===== src/rtl/rst_seq_pkg.sv =====
package rst_seq_pkg;

    typedef enum logic [2:0] {
        ST_HOLD    = 3'd0,
        ST_PWRUP   = 3'd1,
        ST_OSCWAIT = 3'd2,
        ST_PLLWAIT = 3'd3,
        ST_RUN     = 3'd4
    } seq_state_t;

    function automatic int max3(input int a, input int b, input int c);
        int m;
        m = (a > b) ? a : b;
        return (m > c) ? m : c;
    endfunction

endpackage


===== src/rtl/rst_seq_sync.sv =====
module rst_seq_sync #(
    parameter int STAGES = 2
) (
    input  logic clk,
    input  logic clr,
    input  logic din,
    output logic dout
);
    logic [STAGES-1:0] q;

    generate
        if (STAGES == 1) begin : g_one
            always_ff @(posedge clk or posedge clr) begin
                if (clr) q <= '0;
                else     q <= din;
            end
        end else begin : g_chain
            always_ff @(posedge clk or posedge clr) begin
                if (clr) q <= '0;
                else     q <= {q[STAGES-2:0], din};
            end
        end
    endgenerate

    assign dout = q[STAGES-1];
endmodule


===== src/rtl/rst_seq_cnt.sv =====
module rst_seq_cnt #(
    parameter int W = 11
) (
    input  logic         clk,
    input  logic         clr_a,
    input  logic         clr,
    input  logic         step,
    output logic [W-1:0] cnt
);
    always_ff @(posedge clk or posedge clr_a) begin
        if (clr_a)     cnt <= '0;
        else if (clr)  cnt <= '0;
        else if (step) cnt <= cnt + 1'b1;
    end
endmodule


===== src/rtl/rst_seq_timer.sv =====
module rst_seq_timer
    import rst_seq_pkg::*;
#(
    parameter int PWR_TICKS    = 16,
    parameter int OSC_CYCLES   = 1024,
    parameter int PLL_DIV_BITS = 3,
    parameter int SYNC_STAGES  = 2
) (
    input  logic clk,
    input  logic por_in,
    input  logic ext_rst_n,
    input  logic slow_tick,
    input  logic ost_en,
    input  logic pll_en,
    output logic rst_out,
    output logic ready,
    output logic pwr_done,
    output logic osc_done,
    output logic pll_done
);
    localparam int PLL_TICKS = 1 << PLL_DIV_BITS;
    localparam int MAXC      = max3(PWR_TICKS, OSC_CYCLES, PLL_TICKS);
    localparam int CW        = $clog2(MAXC + 1);
    localparam logic [CW-1:0] LIM_PWR = CW'(PWR_TICKS - 1);
    localparam logic [CW-1:0] LIM_OSC = CW'(OSC_CYCLES - 1);
    localparam logic [CW-1:0] LIM_PLL = CW'(PLL_TICKS - 1);

    seq_state_t    state, next_state;
    logic          pin_ok;
    logic          step, last, cnt_clr;
    logic [CW-1:0] cnt, lim;

    rst_seq_sync #(.STAGES(SYNC_STAGES)) u_sync (
        .clk (clk),
        .clr (por_in),
        .din (ext_rst_n),
        .dout(pin_ok)
    );

    rst_seq_cnt #(.W(CW)) u_cnt (
        .clk  (clk),
        .clr_a(por_in),
        .clr  (cnt_clr),
        .step (step),
        .cnt  (cnt)
    );

    // Stage step source and terminal count.
    always_comb begin
        step = 1'b0;
        lim  = '0;
        unique case (state)
            ST_PWRUP:   begin step = slow_tick; lim = LIM_PWR; end
            ST_OSCWAIT: begin step = 1'b1;      lim = LIM_OSC; end
            ST_PLLWAIT: begin step = slow_tick; lim = LIM_PLL; end
            ST_HOLD, ST_RUN: begin step = 1'b0; lim = '0; end
        endcase
    end

    assign last = step && (cnt == lim);

    // Next-state logic.
    always_comb begin
        next_state = state;
        unique case (state)
            ST_HOLD:    if (pin_ok) next_state = ST_PWRUP;
            ST_PWRUP:   if (last) next_state = ost_en ? ST_OSCWAIT :
                                               (pll_en ? ST_PLLWAIT : ST_RUN);
            ST_OSCWAIT: if (last) next_state = pll_en ? ST_PLLWAIT : ST_RUN;
            ST_PLLWAIT: if (last) next_state = ST_RUN;
            ST_RUN:     next_state = ST_RUN;
        endcase
        if (!pin_ok) next_state = ST_HOLD;
    end

    assign cnt_clr = (next_state != state);

    // State register.
    always_ff @(posedge clk or posedge por_in) begin
        if (por_in) state <= ST_HOLD;
        else        state <= next_state;
    end

    // Stage flags.
    always_ff @(posedge clk or posedge por_in) begin
        if (por_in) begin
            pwr_done <= 1'b0;
            osc_done <= 1'b0;
            pll_done <= 1'b0;
        end else if (!pin_ok) begin
            pwr_done <= 1'b0;
            osc_done <= 1'b0;
            pll_done <= 1'b0;
        end else if (last) begin
            if (state == ST_PWRUP)   pwr_done <= 1'b1;
            if (state == ST_OSCWAIT) osc_done <= 1'b1;
            if (state == ST_PLLWAIT) pll_done <= 1'b1;
        end
    end

    // Output decode.
    always_comb begin
        rst_out = 1'b1;
        ready   = 1'b0;
        unique case (state)
            ST_RUN: begin rst_out = 1'b0; ready = 1'b1; end
            ST_HOLD, ST_PWRUP, ST_OSCWAIT, ST_PLLWAIT: begin
                rst_out = 1'b1; ready = 1'b0;
            end
        endcase
    end

    // Independent dwell counter for the oscillator stage check.
    logic [CW-1:0] osc_dwell;
    always_ff @(posedge clk or posedge por_in) begin
        if (por_in)                  osc_dwell <= '0;
        else if (state != ST_OSCWAIT) osc_dwell <= '0;
        else                         osc_dwell <= osc_dwell + 1'b1;
    end

    assert_osc_len_R2: assert property (@(posedge clk) disable iff (por_in)
        (state == ST_OSCWAIT && next_state != ST_OSCWAIT && pin_ok)
            |-> (osc_dwell == LIM_OSC));

    assert_order_osc_R1: assert property (@(posedge clk) disable iff (por_in)
        (state == ST_OSCWAIT || state == ST_PLLWAIT) |-> pwr_done);

    assert_release_R1: assert property (@(posedge clk) disable iff (por_in)
        $fell(rst_out) |-> (pwr_done && !(ost_en && !osc_done && $past(state) == ST_OSCWAIT)));

    assert_hold_R7: assert property (@(posedge clk) disable iff (por_in)
        !pin_ok |=> (state == ST_HOLD && !pwr_done && !osc_done && !pll_done));

    assert_flag_src_R10: assert property (@(posedge clk) disable iff (por_in)
        $rose(osc_done) |-> ($past(state) == ST_OSCWAIT));

    assert_pll_src_R3: assert property (@(posedge clk) disable iff (por_in)
        $rose(pll_done) |-> ($past(state) == ST_PLLWAIT));
endmodule


===== config.mk =====
export PLATFORM = sky130hd
export DESIGN_NAME = rst_seq_timer
export DESIGN_NICKNAME = d
export VERILOG_FILES = /design/src/rtl/rst_seq_pkg.sv /design/src/rtl/rst_seq_sync.sv /design/src/rtl/rst_seq_cnt.sv /design/src/rtl/rst_seq_timer.sv
export SDC_FILE = /design/constraint.sdc
export NUM_CORES = 1
export LEC_CHECK = 0
export BUFFER_PORTS_ARGS = -buffer_cell sky130_fd_sc_hd__buf_4
export CORE_MARGIN = 2
export CORE_UTILIZATION = 40
export CTS_BUF_LIST = sky130_fd_sc_hd__clkbuf_8
export DETAILED_ROUTE_END_ITERATION = 8
export GPL_ROUTABILITY_DRIVEN = 0
export HOLD_SLACK_MARGIN = 0.08
export PLACE_DENSITY = 0.58
export SYNTH_ARGS = -nofsm -noshare
export SYNTH_HDL_FRONTEND = slang
export SYNTH_SLANG_ARGS = --single-unit

===== constraint.sdc =====
create_clock -name clk -period 1.72 [get_ports clk]
set_input_delay 0 -clock clk [delete_from_list [all_inputs] [get_ports clk]]
set_output_delay 0 -clock clk [all_outputs]
set_load 0.01 [all_outputs]

==> reports/results.ini, run 1 <==
[run_status]
status=finished with violations
violations=negative setup slack

[worst_hold_path]
hold_path_class=in -> reg
hold_path_depth=4
hp-start=ost_en
holdPathEnd=state[1]

[power_and_ir_drop]
p_int_uw=670
finalPower_uw=906
netSwitchingFraction_pct=26.0
seqPwrFrac_pct=50.8
clkPwrFrac_pct=36.3
p_switching_uw=236
p_leak_uw=0.000760
power.density_nw_per_um2=510
vdd_drop_max_mv=0.365
comb_power_share_pct=12.9

[synthesis]
synthArstFlopShare_pct=100
synth_edf_count=0
syn-instance-count=138
ys_ff_latch=19
synthTopCellsByArea=dfrtp_1 38%, xnor2_1 5.6%, nor3_1 4.4%
yosysUniqueCellTypes=43
ys.flop_type=dfrtp_1
syn_area_per_cell_um2=9.06
yosys_warnings=0
synth_fp_nets=145
synth.yosys.seq_area_share_pct=38.0
ys_top_cells_by_count=19 x dfrtp_1, 12 x nor2_1, 11 x nor3_1
syn-cell-area_um2=1250
synth_area_leader_cell=dfrtp_1
synth_top_area_share_pct=38.0
synth.most_common_cell=dfrtp_1

[final_layout]
syn_to_final_growth_pct=42.0
antenna_cells=0
nFillCells=265
finalNonFillerCells=218
finalNetCount=193
drive_gt1_share_pct=42.2

[drt]
drc=0
via_count=1197
drt_iter0_drc=82
via_per_inst=5.49
ant_nets=0
wl_per_cell_um=14.8
routed_wl_um=3230
dr.pass1.iters=4

[global_routing]
grt_pass1_wl_um=5430
grt_start_max_net_pins=20
grt.total_usage_pct=20.3
grt_pass1_vias=1205
grt_antenna_before_repair=0
grt_overflow=0

[flow_run]
maxCapViolCount=0

[clocking]
cts_buffers=3
cts.sinks=19
clockBufferDepth=2
root_buffer=clkbuf_8
clock_latency_ps=260
h-tree-depth=1
cts_tree=built
cts.clk_slew.worst_paths_ps=80

[setup_path]
cp_max_fo=5
path_class=reg -> reg
cp-end-kind=register
r2r.worst_path.cells=5
rr_endpoint=state[1]
cp-start-kind=register
rr_startpoint=u_cnt.cnt[5]
cp.arrival_ps=2130
r2r_slack_ps=-220
critPathRequiredTime_ps=1910

[sta]
min_period_ps=1940
setup_viol=11
slew_viol_final=0
finalClockSkew_ps=2.41
rsz0062_at_grt=yes
fin_ws_ps=-218
hold_viol_final=0
tightest_slew_ps=765
maxClockFrequency_mhz=516
fin_crit_sh_pct=113
slew_headroom_pct=49.0

[placement]
io_buffers=10
place_hpwl_um=2460
post-place-cells=208

[floorplan]
io_pins=11
die_x_um=59.9
dieHeight_um=59.9
core_area_um2=3000
die_area_um2=3590
rows=20
start_util_pct=41.6

critical path: stages (launching register included):
cell	delay, ps
dfrtp_1	410
or4_4	530
nor3_4	190
a21oi_2	130
or4_4	490
o21ai_2	110
metrics by stage:
stage | setup slack, ps | hold WS [ps] | setup TNS [ps] | cell area, µm² | utilization (%)
2_1_floorplan | -158 | -48.9 | -295 | 1250 | -
3_3_place_gp | -151 | 112 | -1110 | 1600 | 53.1
3_5_place_dp | -189 | 111 | -1500 | 1600 | 53.1
4_1_cts | -191 | 184 | -1600 | 1690 | 56.3
5_1_grt | -294 | 221 | -2050 | 1780 | 59.1
6_report | -218 | 187 | -1070 | 1780 | 59.1
routing by layer:
| metal | track usage (%) | wire length [µm] |
|---|---|---|
| met1 | 28.1 | 1540 |
| met3 | 2.81 | 90 |
| met5 | 0 | 0 |
| met2 | 31.8 | 1560 |
| met4 | 7.62 | 31 |
worst max-delay path by stage:
stage	to	depth (start not counted)	startpoint
2_1_floorplan	state[0]	5	u_cnt.cnt[9]
3_3_place_gp	state[0]	5	u_cnt.cnt[9]
3_5_place_dp	u_cnt.cnt[4]	7	state[1]
4_1_cts	state[0]	5	u_cnt.cnt[5]
5_1_grt	state[1]	5	u_cnt.cnt[5]
6_report	state[1]	5	u_cnt.cnt[5]
sequential cells by signal (all words and copies together) (netlist names):
name and count:
pll_done 1, u_sync.q 2, pwr_done 1, u_cnt.cnt 11, state 3, osc_done 1
placed cells by master, fill, tap and decap left out, types with 4 or more instances in the layout:
cell,instances
a21oi_1,4
nor3_1,7
inv_1,6
o21ai_0,4
nor2_1,12
buf_4,49
xnor2_1,8
nand2_1,7
dfrtp_1,16
nand3_1,4
nor3_2,4
kinds of logic (layout without fill, tap and decap cells):
group / count (synthesis) / in the layout / synth area share, %
flops: 19 / 19 / 38.0
buf+inv: 15 / 62 / 5.21
fa+ha+maj: 1 / 1 / 1.00
compound gates: 29 / 29 / 18.2
simple gates: 62 / 62 / 29.0
mux: 1 / 1 / 0.801
xor+xnor: 11 / 11 / 7.71
what timing repair did:
item | 4_1_cts | 5_1_grt
gates resized for setup | 4 | 13
hold endpoints to repair | 20 | 0
setup endpoints to repair | 12 | 12
buffers inserted | 1 | 3
pin swaps | 0 | 4
hold buffers | 2 | 0
layout make-up:
class                      instances  area [µm²]  area share (%)
timing repair buffer              52         399            22.5
clock buffer                       3        41.3            2.33
multi-input combinational        104         785            44.2
sequential                        19         479            27.0
tap                               33        41.3            2.33
inverter                           6        22.5            1.27
clock inverter                     1        7.51           0.423
power groups by stage:
stage	logic (µW)	registers [µW]	clock network [µW]
5_1_grt	130	461	352
3_3_place_gp	104	469	0
3_5_place_dp	107	469	0
6_report	117	460	329
4_1_cts	112	460	338
2_1_floorplan	60.5	468	0
Note: power is estimated with default switching activity, not from simulation.
==> inputs of run 2 (changes only) <==
PLACE_DENSITY = 0.56   (was 0.58)
clock period = 2.45 ns   (was 1.72 ns; I/O delays follow)
==> run 2 against run 1 <==
Die area unchanged. Utilization shrank 12 points. Clock skew grew 0.87 ps. The flow now finishes without violations. Non-clock buffer count down 36. Critical path depth stayed put. Total power decreased by 33%. Hold slack gained 18 ps. Fmax decreased by 14%. Sequential cell count stayed put. Global-route usage shrank 2.3 points. Sequential power down 29%. Largest power group unchanged.
==> reports/results.ini, run 2 (synthesis gave the netlist of run 1 again) <==
[final_layout]
multi_input_area_um2=709  ; -9.6%
design_area_um2=1420  ; -20%
layout_commonest_cell=dfrtp_1
drive_gt1_share_pct=18.1  ; -24 points
largest_register_ffs=11  ; unchanged
regMostFlops=u_cnt.cnt
syn_to_final_growth_pct=13.5
post-route-util_pct=47.3  ; -12 points
largestRegisters=u_cnt.cnt x11, state x3, u_sync.q x2
finalNetCount=157  ; -19%
final-seq-area_um2=475  ; -0.78%
layout_common_cells=19 x dfrtp_1, 14 x buf_4, 12 x nor2_1
antenna_cells=0  ; unchanged
nFillCells=301  ; +14%

[clocking]
h-tree-depth=1  ; unchanged
clockBufferDepth=2  ; unchanged
cts_buffers=3  ; unchanged
cts.sinks=19  ; unchanged
cts_tree=built
root_buffer=clkbuf_8
clock_latency_ps=260  ; about the same
post-cts-setup-buffer-count=0  ; -1
cts_resized=0  ; -4
cts.clk_slew.worst_paths_ps=70  ; about the same
holdBufCountCts=2  ; unchanged

[floorplan]
dieHeight_um=59.9  ; unchanged
io_pins=11  ; unchanged
rows=20  ; unchanged
die_area_um2=3590  ; unchanged
core_area_um2=3000  ; unchanged
start_util_pct=41.6  ; unchanged
die_x_um=59.9  ; unchanged

[drt]
wl_per_cell_um=15.3  ; +3.0%
via_count=1039  ; -13%
drc=0  ; unchanged
via_per_inst=5.71  ; +4.0%
dr.pass1.iters=4  ; unchanged
ant_nets=0  ; unchanged
routed_wl_um=2780  ; -14%
drt_iter0_drc=32  ; -61%

[setup_path]
cp.arrival_ps=2390  ; +260 ps
cp-end-kind=register
critPathRequiredTime_ps=2600  ; +690 ps
cp_max_fo=13  ; +8
path_class=reg -> reg
max_stage_delay_ps=580  ; +50 ps
rr_startpoint=state[2]
crit_chain=nor3b_1, nor3_4, o2111ai_4, or4_1, o211a_1
cp-start-kind=register
crit_path_start=state[2]
cp_slowest_cell=dfrtp_1

[sta]
setup_tns_ps=0  ; +1070 ps
finalClockSkew_ps=3.28  ; +0.870 ps
slew_headroom_pct=45.4  ; -3.6 points
setup_viol=0  ; -11
fin_ws_ps=209  ; +427 ps
slew_viol_final=0  ; unchanged
min_period_ps=2240  ; +303 ps
maxClockFrequency_mhz=446  ; -14%
rsz0062_at_grt=no
hold_viol_final=0  ; unchanged
fin_crit_sh_pct=91.5  ; -21 points
tightest_slew_ps=817  ; +52.8 ps

[power_and_ir_drop]
seqPwrFrac_pct=54.2  ; +3.4 points
p_int_uw=456  ; -32%
clkPwrFrac_pct=35.9  ; -0.4 points
comb_power_share_pct=9.9  ; -3.0 points
p_leak_uw=0.000562  ; -26%
p_switching_uw=147  ; -37%
netSwitchingFraction_pct=24.4  ; -1.6 points
power.density_nw_per_um2=425  ; -17%
vdd_drop_max_mv=0.158  ; -57%

[placement]
dpl_cell_area_um2=1350  ; -15%
place_hpwl_um=2020  ; -18%
dp_slack_ps=237  ; +426 ps
io_buffers=10  ; unchanged

[flow_run]
maxCapViolCount=0  ; unchanged

[global_routing]
grt_start_max_net_pins=20  ; unchanged
grt_pass1_vias=1019  ; -15%
grt_overflow=0  ; unchanged
grt_pass1_wl_um=4750  ; -13%
grt.total_usage_pct=18.0  ; -2.3 points
grt_antenna_before_repair=0  ; unchanged

[worst_hold_path]
hp-start=ost_en
hold_path_class=in -> reg

[run_status]
status=complete, no violations

[run 2: cell count changes in the layout (fill, tap and decap cells not counted), moves of 2 or more]
cell | before | now
buf_4 | 49 | 14
o41ai_2 | 2 | 0
dfrtp_2 | 3 | 0
dfrtp_1 | 16 | 19
o41ai_1 | 0 | 2
nor3_1 | 7 | 11
nor3_2 | 4 | 1
[run 2: area by class of cell]
cell class | count | area share (%)
Timing Repair Buffer | 16 | 8.82
Multi-Input combinational cell | 104 | 50.0
Tap cell | 33 | 2.91
Inverter | 6 | 1.59
Sequential cell | 19 | 33.5
Clock inverter | 1 | 0.265
Clock buffer | 3 | 2.91
[run 2: final timing paths]
check / end / slack (ps) / cells after the start
setup / recovery: state[0] / 210 / 5
hold / removal: state[1] / 200 / 4
setup reg to reg: state[0] / 210 / 5
hold reg to reg: u_sync.q[1] / 360 / 0
max in group asynchronous: state[0] / 1550 / 3
min in group asynchronous: u_cnt.cnt[4] / 430 / 3
[run 2: power by group through the flow]
stage / combinational (µW) / sequential, µW / clock (µW)
3_5_place_dp: 58.3 / 333 / 0
4_1_cts: 60.7 / 327 / 222
5_1_grt: 67.6 / 328 / 245
2_1_floorplan: 42.4 / 328 / 0
3_3_place_gp: 56.7 / 333 / 0
6_report: 59.5 / 327 / 217
[run 2: routing by layer]
metal  up-vias  part of all wire, %  global-route usage, %
met2        13                   47                   29.3
met1       501                   49                   23.6
met5         -                    0                      0
li1        520                    -                      -
met3         5                  2.5                   3.25
met4         0                  1.5                   6.67
[run 2: per-stage QoR]
stage,hold slack [ps],std cells,total power [µW]
CTS,204,182,610
global placement,111,176,389
global route,209,182,640
floorplan,-48.9,138,371
finish,205,182,604
detailed placement,111,176,391
[run 2: worst max-delay path: cells and delay by family (launching register included)]
kind	cells	cell delay, ps
AOI/OAI and AO/OA	2	390
DFF	1	580
and+or+nand+nor	3	1150
